**src/rtl/i2c_seq_pkg.sv**
```systemverilog
`timescale 1ns/1ps
package i2c_seq_pkg;
  localparam int LEN_W   = 3;
  localparam int NBYTES  = 1 << LEN_W;
  localparam int BYTE_W  = 8;
  localparam int BUF_W   = NBYTES * BYTE_W;
  localparam int REG_W   = 32;
  localparam int RA_W    = 3;
  localparam int ADDR_W  = 10;
  localparam int CW_W    = 21;

  // control word bit positions (software-visible)
  localparam int CB_WR   = 0;
  localparam int CB_RD   = 1;
  localparam int CB_ADDR = 2;
  localparam int CB_TEN  = 12;
  localparam int CB_TXL  = 13;
  localparam int CB_RXL  = 16;
  localparam int CB_EN   = 19;
  localparam int CB_RS   = 20;

  // register word indices
  localparam logic [RA_W-1:0] RA_CTRL  = 3'd0;
  localparam logic [RA_W-1:0] RA_TXLO  = 3'd1;
  localparam logic [RA_W-1:0] RA_TXHI  = 3'd2;
  localparam logic [RA_W-1:0] RA_RXLO  = 3'd3;
  localparam logic [RA_W-1:0] RA_RXHI  = 3'd4;
  localparam logic [RA_W-1:0] RA_STAT  = 3'd5;
  localparam logic [RA_W-1:0] RA_CAUSE = 3'd6;
  localparam logic [RA_W-1:0] RA_MASK  = 3'd7;

  typedef enum logic [1:0] {
    OP_START = 2'd0,
    OP_WRITE = 2'd1,
    OP_READ  = 2'd2,
    OP_STOP  = 2'd3
  } engOp_t;

  typedef struct packed {
    logic              wrEn;
    logic              rdEn;
    logic              ten;
    logic              rs;
    logic [ADDR_W-1:0] addr;
    logic [LEN_W-1:0]  txLast;
    logic [LEN_W-1:0]  rxLast;
  } seqCfg_t;

  typedef struct packed {
    logic             rxStore;
    logic [LEN_W-1:0] rxIdx;
    logic             setErr;
    logic             done;
  } seqStrobe_t;
endpackage

```
**src/rtl/i2c_seq_dp.sv**
```systemverilog
`timescale 1ns/1ps
module i2c_seq_dp
  import i2c_seq_pkg::*;
(
  input  logic               clk,
  input  logic               rstN,
  input  logic               regWe,
  input  logic [RA_W-1:0]    regAddr,
  input  logic [REG_W-1:0]   regWrData,
  output logic [REG_W-1:0]   regRdData,
  input  logic               busy,
  input  seqStrobe_t         strobe,
  input  logic [LEN_W-1:0]   txIdx,
  input  logic [BYTE_W-1:0]  engRxByte,
  output logic               startReq,
  output seqCfg_t            cfg,
  output logic [CW_W-1:0]    ctrlWord,
  output logic [BYTE_W-1:0]  txByte,
  output logic               causeBit,
  output logic               irq
);
  logic [BUF_W-1:0] txBuf;
  logic [BUF_W-1:0] rxBuf;
  logic             errBit;
  logic             maskBit;
  logic             ctrlWrite;

  assign ctrlWrite = regWe && (regAddr == RA_CTRL) && !busy;
  assign startReq  = ctrlWrite && regWrData[CB_EN] &&
                     (regWrData[CB_WR] || regWrData[CB_RD]);

  // control word decode
  always_comb begin
    cfg.wrEn   = ctrlWord[CB_WR];
    cfg.rdEn   = ctrlWord[CB_RD];
    cfg.ten    = ctrlWord[CB_TEN];
    cfg.rs     = ctrlWord[CB_RS];
    cfg.addr   = ctrlWord[CB_ADDR +: ADDR_W];
    cfg.txLast = ctrlWord[CB_TXL +: LEN_W];
    cfg.rxLast = ctrlWord[CB_RXL +: LEN_W];
  end

  always_ff @(posedge clk or negedge rstN) begin
    if (!rstN) begin
      ctrlWord <= '0;
      txBuf    <= '0;
      maskBit  <= 1'b0;
      causeBit <= 1'b0;
      errBit   <= 1'b0;
    end else begin
      if (ctrlWrite) ctrlWord <= regWrData[CW_W-1:0];
      if (regWe && regAddr == RA_TXLO) txBuf[REG_W-1:0] <= regWrData;
      if (regWe && regAddr == RA_TXHI) txBuf[BUF_W-1:REG_W] <= regWrData;
      if (regWe && regAddr == RA_MASK) maskBit <= regWrData[0];
      if (strobe.done) causeBit <= 1'b1;
      else if (regWe && regAddr == RA_CAUSE && !regWrData[0]) causeBit <= 1'b0;
      if (startReq) errBit <= 1'b0;
      else if (strobe.setErr) errBit <= 1'b1;
    end
  end

  // one receive lane per byte position
  for (genvar b = 0; b < NBYTES; b++) begin : g_rxLane
    always_ff @(posedge clk or negedge rstN) begin
      if (!rstN) rxBuf[b*BYTE_W +: BYTE_W] <= '0;
      else if (startReq) rxBuf[b*BYTE_W +: BYTE_W] <= '0;
      else if (strobe.rxStore && strobe.rxIdx == LEN_W'(b))
        rxBuf[b*BYTE_W +: BYTE_W] <= engRxByte;
    end
  end

  assign txByte = txBuf[txIdx*BYTE_W +: BYTE_W];
  assign irq    = causeBit & maskBit;

  always_comb begin
    regRdData = '0;
    case (regAddr)
      RA_CTRL:  regRdData = {{(REG_W-CW_W){1'b0}}, ctrlWord};
      RA_TXLO:  regRdData = txBuf[REG_W-1:0];
      RA_TXHI:  regRdData = txBuf[BUF_W-1:REG_W];
      RA_RXLO:  regRdData = rxBuf[REG_W-1:0];
      RA_RXHI:  regRdData = rxBuf[BUF_W-1:REG_W];
      RA_STAT:  regRdData = {{(REG_W-2){1'b0}}, busy, errBit};
      RA_CAUSE: regRdData = {{(REG_W-1){1'b0}}, causeBit};
      default:  regRdData = {{(REG_W-1){1'b0}}, maskBit};
    endcase
  end
endmodule

```
**src/rtl/i2c_seq_ctl.sv**
```systemverilog
`timescale 1ns/1ps
module i2c_seq_ctl
  import i2c_seq_pkg::*;
(
  input  logic              clk,
  input  logic              rstN,
  input  logic              startReq,
  input  seqCfg_t           cfg,
  input  logic              engDone,
  input  logic              engNackIn,
  input  logic [BYTE_W-1:0] txByte,
  output logic              busy,
  output logic              cmdValid,
  output engOp_t            cmdOp,
  output logic [BYTE_W-1:0] cmdData,
  output logic              cmdNack,
  output logic [LEN_W-1:0]  txIdx,
  output seqStrobe_t        strobe
);
  typedef enum logic [2:0] {
    S_IDLE, S_START, S_ADDR, S_WR, S_RD, S_STOP
  } seqState_t;

  seqState_t        state;
  logic             issued;
  logic             phaseRd;
  logic             moreAfterStop;
  logic [1:0]       step;
  logic [LEN_W-1:0] idx;

  logic             rdPhase;
  logic             fin;
  logic             addrNack;
  logic [1:0]       firstStep;
  logic [4:0]       hdrHi;
  logic [BYTE_W-1:0] addrByte;

  assign rdPhase   = phaseRd | ~cfg.wrEn;
  assign fin       = issued && engDone;
  assign hdrHi     = 5'b11110;
  assign firstStep = cfg.ten ? ((rdPhase && cfg.wrEn && cfg.rs) ? 2'd3 : 2'd0) : 2'd3;
  assign addrNack  = engNackIn && (step != 2'd2);

  always_comb begin
    case (step)
      2'd0:    addrByte = {hdrHi, cfg.addr[9:8], 1'b0};
      2'd1:    addrByte = cfg.addr[7:0];
      2'd2:    addrByte = '0;
      default: addrByte = cfg.ten ? {hdrHi, cfg.addr[9:8], 1'b1}
                                  : {cfg.addr[6:0], rdPhase};
    endcase
  end

  always_comb begin
    cmdOp   = OP_START;
    cmdData = '0;
    cmdNack = 1'b0;
    case (state)
      S_ADDR: begin
        if (step == 2'd2) cmdOp = OP_START;
        else begin
          cmdOp   = OP_WRITE;
          cmdData = addrByte;
        end
      end
      S_WR: begin
        cmdOp   = OP_WRITE;
        cmdData = txByte;
      end
      S_RD: begin
        cmdOp   = OP_READ;
        cmdNack = (idx == cfg.rxLast);
      end
      S_STOP:  cmdOp = OP_STOP;
      default: cmdOp = OP_START;
    endcase
  end

  assign busy     = (state != S_IDLE);
  assign cmdValid = busy && !issued;
  assign txIdx    = idx;

  always_comb begin
    strobe.rxStore = fin && (state == S_RD);
    strobe.rxIdx   = idx;
    strobe.setErr  = fin && ((state == S_ADDR && addrNack) ||
                             (state == S_WR && engNackIn));
    strobe.done    = fin && (state == S_STOP) && !moreAfterStop;
  end

  always_ff @(posedge clk or negedge rstN) begin
    if (!rstN) begin
      state         <= S_IDLE;
      issued        <= 1'b0;
      phaseRd       <= 1'b0;
      moreAfterStop <= 1'b0;
      step          <= 2'd0;
      idx           <= '0;
    end else begin
      if (cmdValid) issued <= 1'b1;
      else if (fin) issued <= 1'b0;

      case (state)
        S_IDLE: begin
          if (startReq) begin
            state         <= S_START;
            phaseRd       <= 1'b0;
            moreAfterStop <= 1'b0;
          end
        end
        S_START: begin
          if (fin) begin
            state <= S_ADDR;
            step  <= firstStep;
          end
        end
        S_ADDR: begin
          if (fin) begin
            if (addrNack) state <= S_STOP;
            else begin
              case (step)
                2'd0: step <= 2'd1;
                2'd1: begin
                  if (rdPhase) step <= 2'd2;
                  else begin
                    state <= S_WR;
                    idx   <= '0;
                  end
                end
                2'd2: step <= 2'd3;
                default: begin
                  idx   <= '0;
                  state <= rdPhase ? S_RD : S_WR;
                end
              endcase
            end
          end
        end
        S_WR: begin
          if (fin) begin
            if (engNackIn) state <= S_STOP;
            else if (idx == cfg.txLast) begin
              if (cfg.rdEn) begin
                phaseRd <= 1'b1;
                if (cfg.rs) state <= S_START;
                else begin
                  moreAfterStop <= 1'b1;
                  state         <= S_STOP;
                end
              end else state <= S_STOP;
            end else idx <= idx + 1'b1;
          end
        end
        S_RD: begin
          if (fin) begin
            if (idx == cfg.rxLast) state <= S_STOP;
            else idx <= idx + 1'b1;
          end
        end
        S_STOP: begin
          if (fin) begin
            if (moreAfterStop) begin
              moreAfterStop <= 1'b0;
              state         <= S_START;
            end else state <= S_IDLE;
          end
        end
        default: state <= S_IDLE;
      endcase
    end
  end
endmodule

```
**src/rtl/i2c_seq_top.sv**
```systemverilog
`timescale 1ns/1ps
module i2c_seq_top
  import i2c_seq_pkg::*;
(
  input  logic              clk,
  input  logic              rstN,
  input  logic              regWe,
  input  logic [RA_W-1:0]   regAddr,
  input  logic [REG_W-1:0]  regWrData,
  output logic [REG_W-1:0]  regRdData,
  output logic              engCmdValid,
  output logic [1:0]        engCmdOp,
  output logic [BYTE_W-1:0] engCmdData,
  output logic              engCmdNack,
  input  logic              engDone,
  input  logic              engNackIn,
  input  logic [BYTE_W-1:0] engRxByte,
  output logic              irq
);
  logic              busy;
  logic              startReq;
  logic              causeBit;
  logic [CW_W-1:0]   ctrlWord;
  logic [BYTE_W-1:0] txByte;
  logic [LEN_W-1:0]  txIdx;
  seqCfg_t           cfg;
  seqStrobe_t        strobe;
  engOp_t            cmdOp;

  i2c_seq_dp u_dp (
    .clk(clk), .rstN(rstN), .regWe(regWe), .regAddr(regAddr),
    .regWrData(regWrData), .regRdData(regRdData), .busy(busy),
    .strobe(strobe), .txIdx(txIdx), .engRxByte(engRxByte),
    .startReq(startReq), .cfg(cfg), .ctrlWord(ctrlWord),
    .txByte(txByte), .causeBit(causeBit), .irq(irq)
  );

  i2c_seq_ctl u_ctl (
    .clk(clk), .rstN(rstN), .startReq(startReq), .cfg(cfg),
    .engDone(engDone), .engNackIn(engNackIn), .txByte(txByte),
    .busy(busy), .cmdValid(engCmdValid), .cmdOp(cmdOp),
    .cmdData(engCmdData), .cmdNack(engCmdNack), .txIdx(txIdx),
    .strobe(strobe)
  );

  assign engCmdOp = cmdOp;
endmodule

```
**config.mk**
```make
export PLATFORM = sky130hd
export DESIGN_NAME = i2c_seq_top
export DESIGN_NICKNAME = d
export VERILOG_FILES = /design/src/rtl/i2c_seq_pkg.sv /design/src/rtl/i2c_seq_dp.sv /design/src/rtl/i2c_seq_ctl.sv /design/src/rtl/i2c_seq_top.sv
export SDC_FILE = /design/constraint.sdc
export NUM_CORES = 1
export LEC_CHECK = 0
export ABC_CLOCK_PERIOD_IN_PS = 2800
export BUFFER_PORTS_ARGS = -buffer_cell sky130_fd_sc_hd__clkbuf_2
export CORE_UTILIZATION = 50
export DETAILED_ROUTE_END_ITERATION = 6
export MAX_ROUTING_LAYER = met4
export PLACE_DENSITY = 0.7
export SYNTH_ARGS = -nofsm -noshare
export SYNTH_HDL_FRONTEND = slang
export SYNTH_SLANG_ARGS = --single-unit
export TNS_END_PERCENT = 5
```
**constraint.sdc**
```tcl
create_clock -name clk -period 2.8 [get_ports clk]
set_input_delay 0.42 -clock clk [delete_from_list [all_inputs] [get_ports clk]]
set_output_delay 0.42 -clock clk [all_outputs]
set_load 0.01 [all_outputs]
```
# --- Yosys cells after proc, flatten, opt, wreduce, memory -nomap -nowiden ---
# Index checks and enable logic that the tools add are counted.
op_classes:
  addsub: 1
  n_reduce_logical: 60
  muxes: 77
  n_shift: 1
  eq_ne: 45
  bitwise_logic: 3
op_table:
  columns: ["cell", "count"]
  rows:
  - ["$pmux W32 S7", 1]
  - ["$mux W8", 18]
  - ["$mux W3", 22]
  - ["$shiftx A64 B7 Y8", 1]
  - ["$pmux W8 S2", 2]
  - ["$eq A3 B3 Y1 const B", 10]
  - ["$logic_and A1 B1 Y1", 28]
  - ["$reduce_bool A2 Y1", 13]
  - ["$ne A2 B2 Y1 const B", 10]
  - ["$reduce_and A10 Y1", 2]
  - ["$mux W1", 19]
  - ["$eq A3 B2 Y1 const B", 6]
  - ["$pmux W3 S6", 1]
  - ["$mux W2", 6]
  - ["$ne A2 B1 Y1 const B", 6]
  - ["$pmux W3 S2", 2]
  - ["$reduce_and A6 Y1", 2]
  - ["$eq A3 B1 Y1 const B", 3]
  - ["$logic_not A3 Y1", 3]
  - ["$pmux W3 S3", 1]
  - ["$reduce_bool A3 Y1", 3]
  - ["$pmux W2 S4", 1]
  - ["$reduce_and A8 Y1", 1]
  - ["$eq A3 B3 Y1", 2]
  - ["other kinds (18)", 24]
word_totals:
  register_bits: 163
  out_inout_bits: 45
  wordCells: 207
  inputBits: 48

# --- Longest topological paths before layout ---
# Gate-level depths: netlist (run 1).
logic_depth:
  word_depth: 8
  mapped_depth: 8
  ltp_nobuf: 7

# --- Cells and area by module ---
# From an unflattened synthesis (run 1), not the netlist that was laid out.
unflattened:
  hier_cells: 815
  area_unflattened_um2: 8953.6
modules_own_cells:
  columns: ["mod", "n_inst", "cells_each", "seq_area_each_um2", "area_per_inst_um2"]
  rows:
  - ["i2c_seq_dp", 1, 641, 3803.6, 7638.6]
  - ["i2c_seq_ctl", 1, 174, 275.3, 1315.0]

# --- Least setup slack after synthesis (run 1) ---
# No wires, ideal clock.
synth_path:
  kind: "register -> output"
  start: "register u_ctl.idx[0] (netlist: u_ctl.txIdx[0])"
  end: "output port engCmdData[1]"
  arrival_time_ns: 1.708
  path_buffers: 2
  stages_incl_launch_ff: 6
  path_slack_ns: 0.672
  t_required_ns: 2.380
  cell_sequence: "dfrtp_1 -> buf_2 -> buf_4 -> mux4_2 -> mux2i_1 -> o22ai_1"
synth_between:
  elab_chain_cells: 2
synth_lines:
  columns: ["item", "line", "text"]
  rows:
  - ["start, declared", "i2c_seq_ctl.sv:29", "logic [LEN_W-1:0] idx;"]
  - ["start signal, assigned", "i2c_seq_ctl.sv:151", "end else idx <= idx + 1'b1;"]
  - ["start signal, assigned", "i2c_seq_ctl.sv:157", "else idx <= idx + 1'b1;"]
  - ["$shiftx A64 B7 Y8", "i2c_seq_dp.sv:72", "assign txByte = txBuf[txIdx*BYTE_W +: BYTE_W];"]
  - ["$pmux W8 S2", "i2c_seq_ctl.sv:58", "case (state)"]
  - ["end, declared", "i2c_seq_top.sv:13", "output logic [BYTE_W-1:0] engCmdData,"]
# No other way between the ends.

# --- Worst setup path after layout (run 1) ---
layout_path:
  start: "register u_ctl.idx[0] (netlist: u_ctl.txIdx[0])"
  end: "output port engCmdData[7]"
# The elaborated chain is that of the path after synthesis.

==> results of run 1 <==
==> synthesized netlist by cell type (8+ instances only) <==
master	count
a21oi_1	61
a221o_1	19
a22oi_1	24
a31oi_1	8
buf_2	24
clkbuf_1	34
dfrtp_1	163
ha_1	9
inv_1	12
mux2_2	90
mux2i_1	53
mux4_2	18
nand2_1	90
nand3_1	44
nor2_1	48
nor3_1	8
o21ai_0	30
==> worst register-to-register path, delay by kind of cell, from the launching register on <==
family | cells | cell delay [ps]
compound gates | 1 | 70
flops | 1 | 380
buf+inv | 1 | 260
simple gates | 4 | 1350
==> cell type report <==
type,instances,area share
inverter,13,0.004877
timing repair buffer,118,0.07491
multi-input combinational,566,0.4255
tap,220,0.02751
clock inverter,14,0.01688
clock buffer,17,0.04252
sequential,163,0.4078
==> registers in the layout (all words and copies together) (netlist names) <==
| name | count |
|---|---|
| u_dp.errBit | 1 |
| u_ctl.issued | 1 |
| u_dp.causeBit | 1 |
| u_ctl.moreAfterStop | 1 |
| u_dp.maskBit | 1 |
| u_dp.rxBuf | 64 |
| u_ctl.txIdx | 3 |
| u_ctl.step | 2 |
| u_ctl.phaseRd | 1 |
| u_dp.txBuf | 64 |
| u_ctl.state | 3 |
| u_dp.ctrlWord | 21 |
==> per-stage QoR <==
step                      power (mW)  utilization  std cells  instance area (um2)  hold slack, ps
after global routing           9.119       0.5969       1111                10000           91.85
final                          8.685       0.5969       1111                10000           49.45
after detailed placement       6.244       0.5608       1080                 9399           478.6
after floorplan                5.271            -        811                 8691           124.4
after CTS                      8.645       0.5964       1111                 9996           70.78
after global placement         6.189       0.5608       1080                 9399           482.2
==> per-layer routing <==
layer,global-route usage,vias up
met5,-,-
met4,0.1439,0
met3,0.06463,55
li1,-,3069
met2,0.4634,382
met1,0.4439,3528
==> cells by family after synthesis <==
logic type               share of synthesized area
AND/OR/NAND/NOR                             0.1206
AO/OA/AOI/OAI                               0.1217
flip-flops                                  0.4693
multiplexers                                0.2256
buffers and inverters                      0.04376
adder cells (fa/ha/maj)                    0.01296
XOR/XNOR                                  0.006047
==> power groups by stage <==
| stage | sequential (mW) | combinational [mW] | clock [mW] |
|---|---|---|---|
| CTS | 3.55 | 2.69 | 2.41 |
| global route | 3.63 | 2.97 | 2.52 |
| finish | 3.58 | 2.71 | 2.39 |
| floorplan | 3.25 | 2.02 | 0 |
| global placement | 3.58 | 2.61 | 0 |
| detailed placement | 3.58 | 2.66 | 0 |
==> worst max-delay path by stage <==
stage	startpoint	to	slack (ps)	cells past startpoint
final	u_ctl.txIdx[0]	engCmdData[7]	130	5
after global routing	u_ctl.state[2]	regRdData[1]	20	6
after CTS	u_ctl.state[1]	engCmdData[7]	70	7
after detailed placement	regAddr[0]	regRdData[22]	220	6
after global placement	regAddr[0]	regRdData[22]	210	6
after floorplan	u_ctl.txIdx[0]	engCmdData[1]	670	5
==> what timing repair did <==
item | 4_1_cts | 5_1_grt
endpoints found under the hold margin | 0 | 0
hold buffers | 0 | 0
setup endpoints to repair | 2 | 6
resized for setup | 1 | 4
==> impl_results.md, run 1 <==
* DR WL/cell at 23.95 um
* FF-to-FF Start: u_ctl.state[1]
* Most common cell after layout, fill and taps aside: dfrtp_1
* Congestion Overflow GR at 0
* Met3 wire len at 2.222 mm
* Critical Path Sink Type: output pin
* Critical R2R Capture: u_dp.rxBuf[25]
* WL met1 at 11.17 mm
* Slew Limit Fails at 0
* Die W at 133.8 um
* Placer Congestion at 0.9335
* Pwr dens at 868.1 nW/um2
* Largest net degree at the start of global routing at 81
* Share of cells above drive strength 1 at 0.3086
* DP HPWL at 18.37 mm
* Critical path class: reg -> out
* Max layer used: met4
* Area Growth Syn to Fin at 15.12%
* Initial antenna violation count at 0
* Routed wire length at 26.61 mm
* Vias in the first global route at 6865
* Number of synthesized flops with an enable pin at 0
* Footprint of the multi-input gates at 4257 um2
* Boundary Pins at 93
* FF+latch count, synth at 163
* Final Hold Fails at 0
* Most used flip-flop cell after synthesis: dfrtp_1
* CTS H-tree depth at 4
* Reg power frac at 0.412
* Share of the synthesized area in the top cell type at 0.4693
* Initial Utilization at 0.5186
* Fin worst setup slack at 126.7 ps
* Detail Route met2 WL at 12.01 mm
* Antenna cells at 0
* CTS sink count at 163
* First-pass GRT wire length at 41.39 mm
* P_leak at 4.674 nW
* Die area at 17910 um2
* Psw at 3.150 mW
* IO buf count at 92
* Finish-stage setup viols at 0
* Setup crit start kind: register
* Worst-Margin Slew at 974.7 ps
* RSZ-0062 raised after global routing: false
* Rows at 47
* CTS Buf Count at 17
* Die Ht at 133.8 um
* Drt pass-1 iters at 5
* Core Area at 16760 um2
* Clock skew at 8.489 ps
* Top cell type by total area after synthesis: dfrtp_1
* Post-Place Setup Slack at 219.3 ps
* Period minus WS final at 2673 ps
* Clk root buf: clkbuf_16
* Part of the power in the clock network at 0.275
* Combinational power share at 0.312
* Reg clk slew, reported paths at 70 ps
* Flop2flop setup slack at 620 ps
* Worst R2R Path Depth at 6
* Vias per cell at 6.331
* Slowest CP cell: mux4_2
* Post-DRT Antenna Nets at 0
* Max FO, Critical Path at 23
* Critical path's top delay family: multiplexers
* DRC at 0
* CP peak stage delay at 510 ps
* Final net count at 936
* FFs w/ async S/R, synth at 1.000
* Synth Cell Area at 8691 um2
* Period utilization at 0.9548
* Post-synthesis sequential area ratio at 0.4693
* Fmax achieved at 374.1 MHz
* Worst-skew pair later-pin latency at 430 ps
* Rel. slew slack at 0.3502
* Yosys cell types at 53
* Most frequent cells in the layout: dfrtp_1, clkbuf_2, mux2_2
* Hold WC Path Type: in -> async
* Max_cap viols at 0
* Crit path arrival time at 2250 ps
* Status: completed
* Syn_area_per_cell at 10.72 um2
* Sw frac at 0.3627
* Critical path required time at 2380 ps
* Post-CTS setup repair buffer count at 0
* Gate Count Post-Synth at 811
* Clock Path Buffers at 2
* Warnings, synthesis at 0
* Int Pwr at 5.535 mW
* CTS tree: yes
* Synthesized Nets at 868
* Drt initial violations at 721
* Vias at 7034
* WP buf/inv at 2
* Fill cells at 1396
* Worst vdd ir at 0.6974 mV
* Final setup TNS at 0 ps
* Sequential Area at 4080 um2
* Total track usage at 0.3231
* Crit path cell chain: buf_12 -> mux4_2 -> mux2i_1 -> o21ai_0 -> clkbuf_2
* Top cells by area, synth: dfrtp_1, mux2_2, mux2i_1
(Power assumes the default switching activity.)
==> run 2: changes to the inputs <==
==> constraint.sdc (replaced) <==
create_clock -name clk -period 2.8 [get_ports clk]
set_input_delay 0.14 -clock clk [delete_from_list [all_inputs] [get_ports clk]]
set_output_delay 0.14 -clock clk [all_outputs]
set_load 0.01 [all_outputs]
==> run 2 against run 1 <==
  * Setup slack better by 120 ps
  * Worst hold slack got worse by 33 ps
  * Combinational power hardly changed
  * Highest routed layer unchanged
  * Clock power down 7%
  * Critical path depth unchanged
  * Largest cell class unchanged
==> impl_results.md, run 2 (same netlist as run 1, synthesis figures left out) <==
* Crit path cell chain: buf_4 -> mux4_2 -> mux2i_1 -> o21ai_0 -> clkbuf_2 (was buf_12 -> mux4_2 -> mux2i_1 -> o21ai_0 -> clkbuf_2)
* Sequential Area at 4079 um2 (was 4080 um2)
* Non-filler instance count after layout at 1133 (was 1111)
* Slowest CP cell: mux4_2 (unchanged)
* IO buf count at 92 (unchanged)
* Routed wire length at 25.82 mm (was 26.61 mm)
* Worst Setup EP: engCmdData[5] (was engCmdData[7])
* Die W at 133.8 um (unchanged)
* Max FO, Critical Path at 23 (unchanged)
* RSZ-0062 raised after global routing: false (unchanged)
* Die Ht at 133.8 um (unchanged)
* Vias per cell at 6.291 (was 6.331)
* Worst R2R Path Depth at 7 (was 6)
* Worst hold slack at 16.58 ps (was 49.45 ps)
* Footprint of the multi-input gates at 4247 um2 (was 4257 um2)
* WP buf/inv at 2 (unchanged)
* Critical path's top delay family: multiplexers (unchanged)
* Final setup TNS at 0 ps (unchanged)
* Worst-skew pair later-pin latency at 430 ps (about the same)
* First-pass GRT wire length at 39.88 mm (was 41.39 mm)
* Most common cell after layout, fill and taps aside: dfrtp_1 (unchanged)
* Most frequent cells in the layout: dfrtp_1, clkbuf_2, nand2_1, mux2_2, a21oi_1 (was dfrtp_1, clkbuf_2, mux2_2)
* P_leak at 4.733 nW (was 4.674 nW)
* Status: completed (unchanged)
* Die area at 17910 um2 (unchanged)
* Post-DRT Antenna Nets at 0 (unchanged)
* Boundary Pins at 93 (unchanged)
* Max_cap viols at 0 (unchanged)
* DP HPWL at 17.56 mm (was 18.37 mm)
* Period utilization at 0.9108 (was 0.9548)
* Slew Limit Fails at 0 (unchanged)
* Drt pass-1 iters at 5 (unchanged)
* Regs by FF count: u_dp.rxBuf: 64 flops, u_dp.txBuf: 64 flops, u_dp.ctrlWord: 21 flops (unchanged)
* Area Growth Syn to Fin at 16.27% (was 15.12%)
* Initial Utilization at 0.5186 (unchanged)
* Final net count at 958 (was 936)
* Worst-Margin Slew at 698.7 ps (was 974.7 ps)
* Total track usage at 0.3087 (was 0.3231)
* Critical path class: reg -> out (unchanged)
* Crit path from: u_ctl.txIdx[0] (unchanged)
* Core Area at 16760 um2 (unchanged)
* Congestion Overflow GR at 0 (unchanged)
* CTS tree: yes (unchanged)
* Share of cells above drive strength 1 at 0.2903 (was 0.3086)
* Rel. slew slack at 0.5342 (was 0.3502)
* Largest net degree at the start of global routing at 67 (was 81)
* DR WL/cell at 22.78 um (was 23.95 um)
* Reg clk slew, reported paths at 60 ps (was 70 ps)
* Clock skew at 7.125 ps (was 8.489 ps)
* CP peak stage delay at 560 ps (was 510 ps)
* CTS Buf Count at 17 (unchanged)
* Setup crit start kind: register (unchanged)
* CTS sink count at 163 (unchanged)
* Initial antenna violation count at 0 (unchanged)
* Worst vdd ir at 0.5357 mV (was 0.6974 mV)
* Crit path arrival time at 2410 ps (was 2250 ps)
* Pwr dens at 834.6 nW/um2 (was 868.1 nW/um2)
* Vias at 7128 (was 7034)
* Flop2flop setup slack at 530 ps (was 620 ps)
* Finish-stage setup viols at 0 (unchanged)
* Placer Congestion at 0.9127 (was 0.9335)
* Critical path required time at 2660 ps (was 2380 ps)
* Min-delay src: regWrData[1]
* Fill cells at 1370 (was 1396)
* DRC at 0 (unchanged)
* Antenna cells at 0 (unchanged)
* Clk root buf: clkbuf_16 (unchanged)
* Post-placement cell count at 1077 (was 1080)
* WP depth at 5 (unchanged)
* Vias in the first global route at 6854 (was 6865)
* FF-to-FF Start: u_ctl.step[1] (was u_ctl.state[1])
* Rows at 47 (unchanged)
* Critical R2R Capture: u_ctl.step[0] (was u_dp.rxBuf[25])
* Clock Path Buffers at 2 (unchanged)
* Critical Path Sink Type: output pin (unchanged)
* Drt initial violations at 716 (was 721)
* Fmax achieved at 392.1 MHz (was 374.1 MHz)
* Period minus WS final at 2550 ps (was 2673 ps)
* Hold WC Path Type: in -> reg (was in -> async)
* Final Hold Fails at 0 (unchanged)
* CTS H-tree depth at 4 (unchanged)
-- run 2: cell types whose count changed in the layout (fill, tap and decap cells not counted), sizes merged, moves of 3 or more --
cell,delta
inv,-6
dlygate4sd3,+25
clkbuf,+3
clkinv,+5
buf,-3
-- run 2: worst register-to-register path, cell delays in order (launching register included) --
cell,delay [ps]
dfrtp_1,400
inv_1,80
ha_1,600
nor3_1,140
a21oi_1,140
a31oi_1,90
nor3_1,320
mux2_2,390
-- run 2: worst min path at each step --
stage	endpoint	depth (start not counted)	slack, ps
6_report	u_dp.txBuf[1]	2	20
5_1_grt	u_dp.txBuf[7]	2	8
4_1_cts	u_dp.ctrlWord[1]	2	0.7
3_5_place_dp	u_dp.maskBit	1	170
3_3_place_gp	u_dp.maskBit	1	150
2_1_floorplan	u_ctl.issued	0	-160
-- run 2: metal layers --
layer  track usage  vias to the layer above  wire [um]  share of wire
met1        0.4102                     3575      10670           0.41
met5             -                        -          0              0
met4        0.1256                        0        886          0.034
met3       0.07332                       57       2280          0.088
li1              -                     3127          -              -
met2        0.4557                      369      11970           0.46
-- run 2: power breakdown --
part	total (mW)	internal, mW	switching (mW)
combinational	2.72	1.27	1.45
sequential	3.49	2.93	0.568
clock	2.22	1.25	0.967
-- run 2: layout make-up --
| type | instances | area share |
|---|---|---|
| Multi-Input combinational cell | 566 | 0.4203 |
| Sequential cell | 163 | 0.4037 |
| Timing Repair Buffer | 140 | 0.08928 |
| Clock buffer | 20 | 0.04420 |
| Tap cell | 220 | 0.02724 |
| Clock inverter | 11 | 0.01053 |
| Inverter | 13 | 0.004829 |
-- run 2: repair_timing --
| item | 4_1_cts | 5_1_grt |
|---|---|---|
| hold endpoints to repair | 115 | 2 |
| hold buffers | 24 | 1 |
| gates resized for setup | 0 | 0 |
| buffers inserted | 0 | 0 |
-- run 2: per-stage QoR --
stage / setup WS, ps / cell area, um2 / total power [mW] / utilization
2_1_floorplan: 862.6 / 8691 / 5.271 / -
3_3_place_gp: 633.0 / 9301 / 6.072 / 0.5550
3_5_place_dp: 540.3 / 9301 / 6.149 / 0.5550
4_1_cts: 286.7 / 10090 / 8.410 / 0.6023
5_1_grt: 182.1 / 10100 / 8.849 / 0.6029
6_report: 249.7 / 10100 / 8.433 / 0.6029
==> run 3: changes to the inputs <==
--- a/config.mk
+++ b/config.mk
@@ -10,4 +10,5 @@
 export CORE_UTILIZATION = 50
 export DETAILED_ROUTE_END_ITERATION = 6
+export HOLD_SLACK_MARGIN = 0.15
 export MAX_ROUTING_LAYER = met4
 export PLACE_DENSITY = 0.7
==> constraint.sdc (replaced) <==
create_clock -name clk -period 2.8 [get_ports clk]
set_input_delay 0.42 -clock clk [delete_from_list [all_inputs] [get_ports clk]]
set_output_delay 0.42 -clock clk [all_outputs]
set_load 0.01 [all_outputs]
==> run 3 against run 2 <==
  * First-iteration DRC count decreased by 5.9%
  * Register-to-register slack improved by 90 ps
  * Combinational power about the same
  * Non-clock buffer count decreased by 21
  * Final area decreased by 0.89%
  * Via count decreased by 1.4%
  * Fmax decreased by 4.3%
==> impl_results.md, run 3 (same netlist as run 1, synthesis figures left out) <==
* Critical Path Sink Type: output pin (unchanged)
* Most common cell after layout, fill and taps aside: dfrtp_1 (unchanged)
* Reg clk slew, reported paths at 70 ps (was 60 ps)
* Final Hold Fails at 0 (unchanged)
* CTS Buf Count at 17 (unchanged)
* Pwr dens at 867.0 nW/um2 (was 834.6 nW/um2)
* Die area at 17910 um2 (unchanged)
* CP peak stage delay at 510 ps (was 560 ps)
* Crit path arrival time at 2250 ps (was 2410 ps)
* Routed wire length at 26.58 mm (was 25.82 mm)
* Post-CTS setup repair buffer count at 0 (unchanged)
* Met3 wire len at 2.194 mm (was 2.280 mm)
* Period utilization at 0.9521 (was 0.9108)
* First-pass GRT wire length at 41.39 mm (was 39.88 mm)
* Critical path class: reg -> out (unchanged)
* P_leak at 4.678 nW (was 4.733 nW)
* Vias at 7025 (was 7128)
* DRC at 0 (unchanged)
* Vias in the first global route at 6865 (was 6854)
* RSZ-0062 raised after global routing: false (unchanged)
* Rel. slew slack at 0.3547 (was 0.5342)
* Share of cells above drive strength 1 at 0.3083 (was 0.2903)
* Clk root buf: clkbuf_16 (unchanged)
* Critical path's top delay family: multiplexers (unchanged)
* Worst-Margin Slew at 967.9 ps (was 698.7 ps)
* Regs by FF count: u_dp.rxBuf: 64 flops, u_dp.txBuf: 64 flops, u_dp.ctrlWord: 21 flops (unchanged)
* CTS sink count at 163 (unchanged)
* Max layer used: met4 (unchanged)
* Power, Total at 8.683 mW (was 8.433 mW)
* Hold WC Path Type: in -> reg (unchanged)
* Congestion Overflow GR at 0 (unchanged)
* Antenna cells at 0 (unchanged)
* Drt initial violations at 674 (was 716)
* Die Ht at 133.8 um (unchanged)
* Critical path required time at 2380 ps (was 2660 ps)
* IO buf count at 92 (unchanged)
* WL met1 at 11.23 mm (was 10.67 mm)
* Finish-stage setup viols at 0 (unchanged)
* Initial Utilization at 0.5186 (unchanged)
* WP buf/inv at 2 (unchanged)
* Drt pass-1 iters at 5 (unchanged)
* Crit path cell chain: buf_12 -> mux4_2 -> mux2i_1 -> o21ai_0 -> clkbuf_2 (was buf_4 -> mux4_2 -> mux2i_1 -> o21ai_0 -> clkbuf_2)
* Vias per cell at 6.317 (was 6.291)
* Final setup TNS at 0 ps (unchanged)
* Fin worst setup slack at 134.1 ps (was 249.7 ps)
* Core Area at 16760 um2 (unchanged)
* Detail Route met2 WL at 11.91 mm (was 11.97 mm)
* Post-Place Setup Slack at 219.3 ps (was 540.3 ps)
* CTS tree: yes (unchanged)
* Period minus WS final at 2666 ps (was 2550 ps)
* DR WL/cell at 23.90 um (was 22.78 um)
* Setup crit start kind: register (unchanged)
* Worst-skew pair later-pin latency at 430 ps (about the same)
* Slowest CP cell: mux4_2 (unchanged)
* Clock Path Buffers at 2 (unchanged)
* Fmax achieved at 375.1 MHz (was 392.1 MHz)
* Post-DRT Antenna Nets at 0 (unchanged)
* Placer Congestion at 0.9335 (was 0.9127)
* DP HPWL at 18.37 mm (was 17.56 mm)
* Worst hold slack at 227.9 ps (was 16.58 ps)
* Final net count at 937 (was 958)
* CTS H-tree depth at 4 (unchanged)
* Max_cap viols at 0 (unchanged)
* Area Growth Syn to Fin at 15.23% (was 16.27%)
* Die W at 133.8 um (unchanged)
* Slew Limit Fails at 0 (unchanged)
* Total track usage at 0.3231 (was 0.3087)
* Status: completed (unchanged)
* Worst vdd ir at 0.6991 mV (was 0.5357 mV)
* Clock skew at 6.416 ps (was 7.125 ps)
* Initial antenna violation count at 0 (unchanged)
* Rows at 47 (unchanged)
* Max FO, Critical Path at 23 (unchanged)
* Largest net degree at the start of global routing at 81 (was 67)
* Boundary Pins at 93 (unchanged)
* Most frequent cells in the layout: dfrtp_1, clkbuf_2, mux2_2 (was dfrtp_1, clkbuf_2, nand2_1, mux2_2, a21oi_1)
[run 3: worst paths after layout]
check | from | slack [ps] | endpoint | cells after the start
max reg2reg | u_ctl.state[1] | 620 | u_dp.rxBuf[25] | 6
max | u_ctl.txIdx[0] | 130 | engCmdData[7] | 5
min | regWrData[22] | 230 | u_dp.txBuf[54] | 2
min in group asynchronous | rstN | 610 | u_dp.maskBit | 2
max in group asynchronous | rstN | 1370 | u_dp.ctrlWord[13] | 3
min reg2reg | u_ctl.moreAfterStop | 490 | u_dp.causeBit | 1
[run 3: final cells by class]
cell class              instances  area (um2)
clock inverters                14       168.9
clock buffers                  17       425.4
repair buffers                119       759.5
fillers                      1395        6745
multi-input cells             566        4257
inverters                      13       48.80
well taps                     220       275.3
flip-flops and latches        163        4080
[run 3: through the flow]
stage	cells	util	cell area, um2
6_report	1112	0.5975	10010
5_1_grt	1112	0.5975	10010
4_1_cts	1112	0.5970	10010
3_5_place_dp	1080	0.5608	9399
3_3_place_gp	1080	0.5608	9399
2_1_floorplan	811	-	8691
[run 3: power by group]
group	switching [mW]	leakage (nW)	internal [mW]
registers	0.649	2.08	2.93
logic	1.44	2.31	1.27
clock network	1.05	0.283	1.34
total	3.15	4.68	5.54
[run 3: timing repair]
action | 4_1_cts | 5_1_grt
endpoints found under the hold margin | 75 | 0
hold buffers | 1 | 0
setup endpoints to repair | 2 | 6
resized for setup | 1 | 4
[run 3: routing by layer]
metal | global-route usage | up-vias
met5 | - | -
met4 | 0.1439 | 0
met3 | 0.06463 | 59
met2 | 0.4634 | 376
met1 | 0.4439 | 3520
li1 | - | 3070
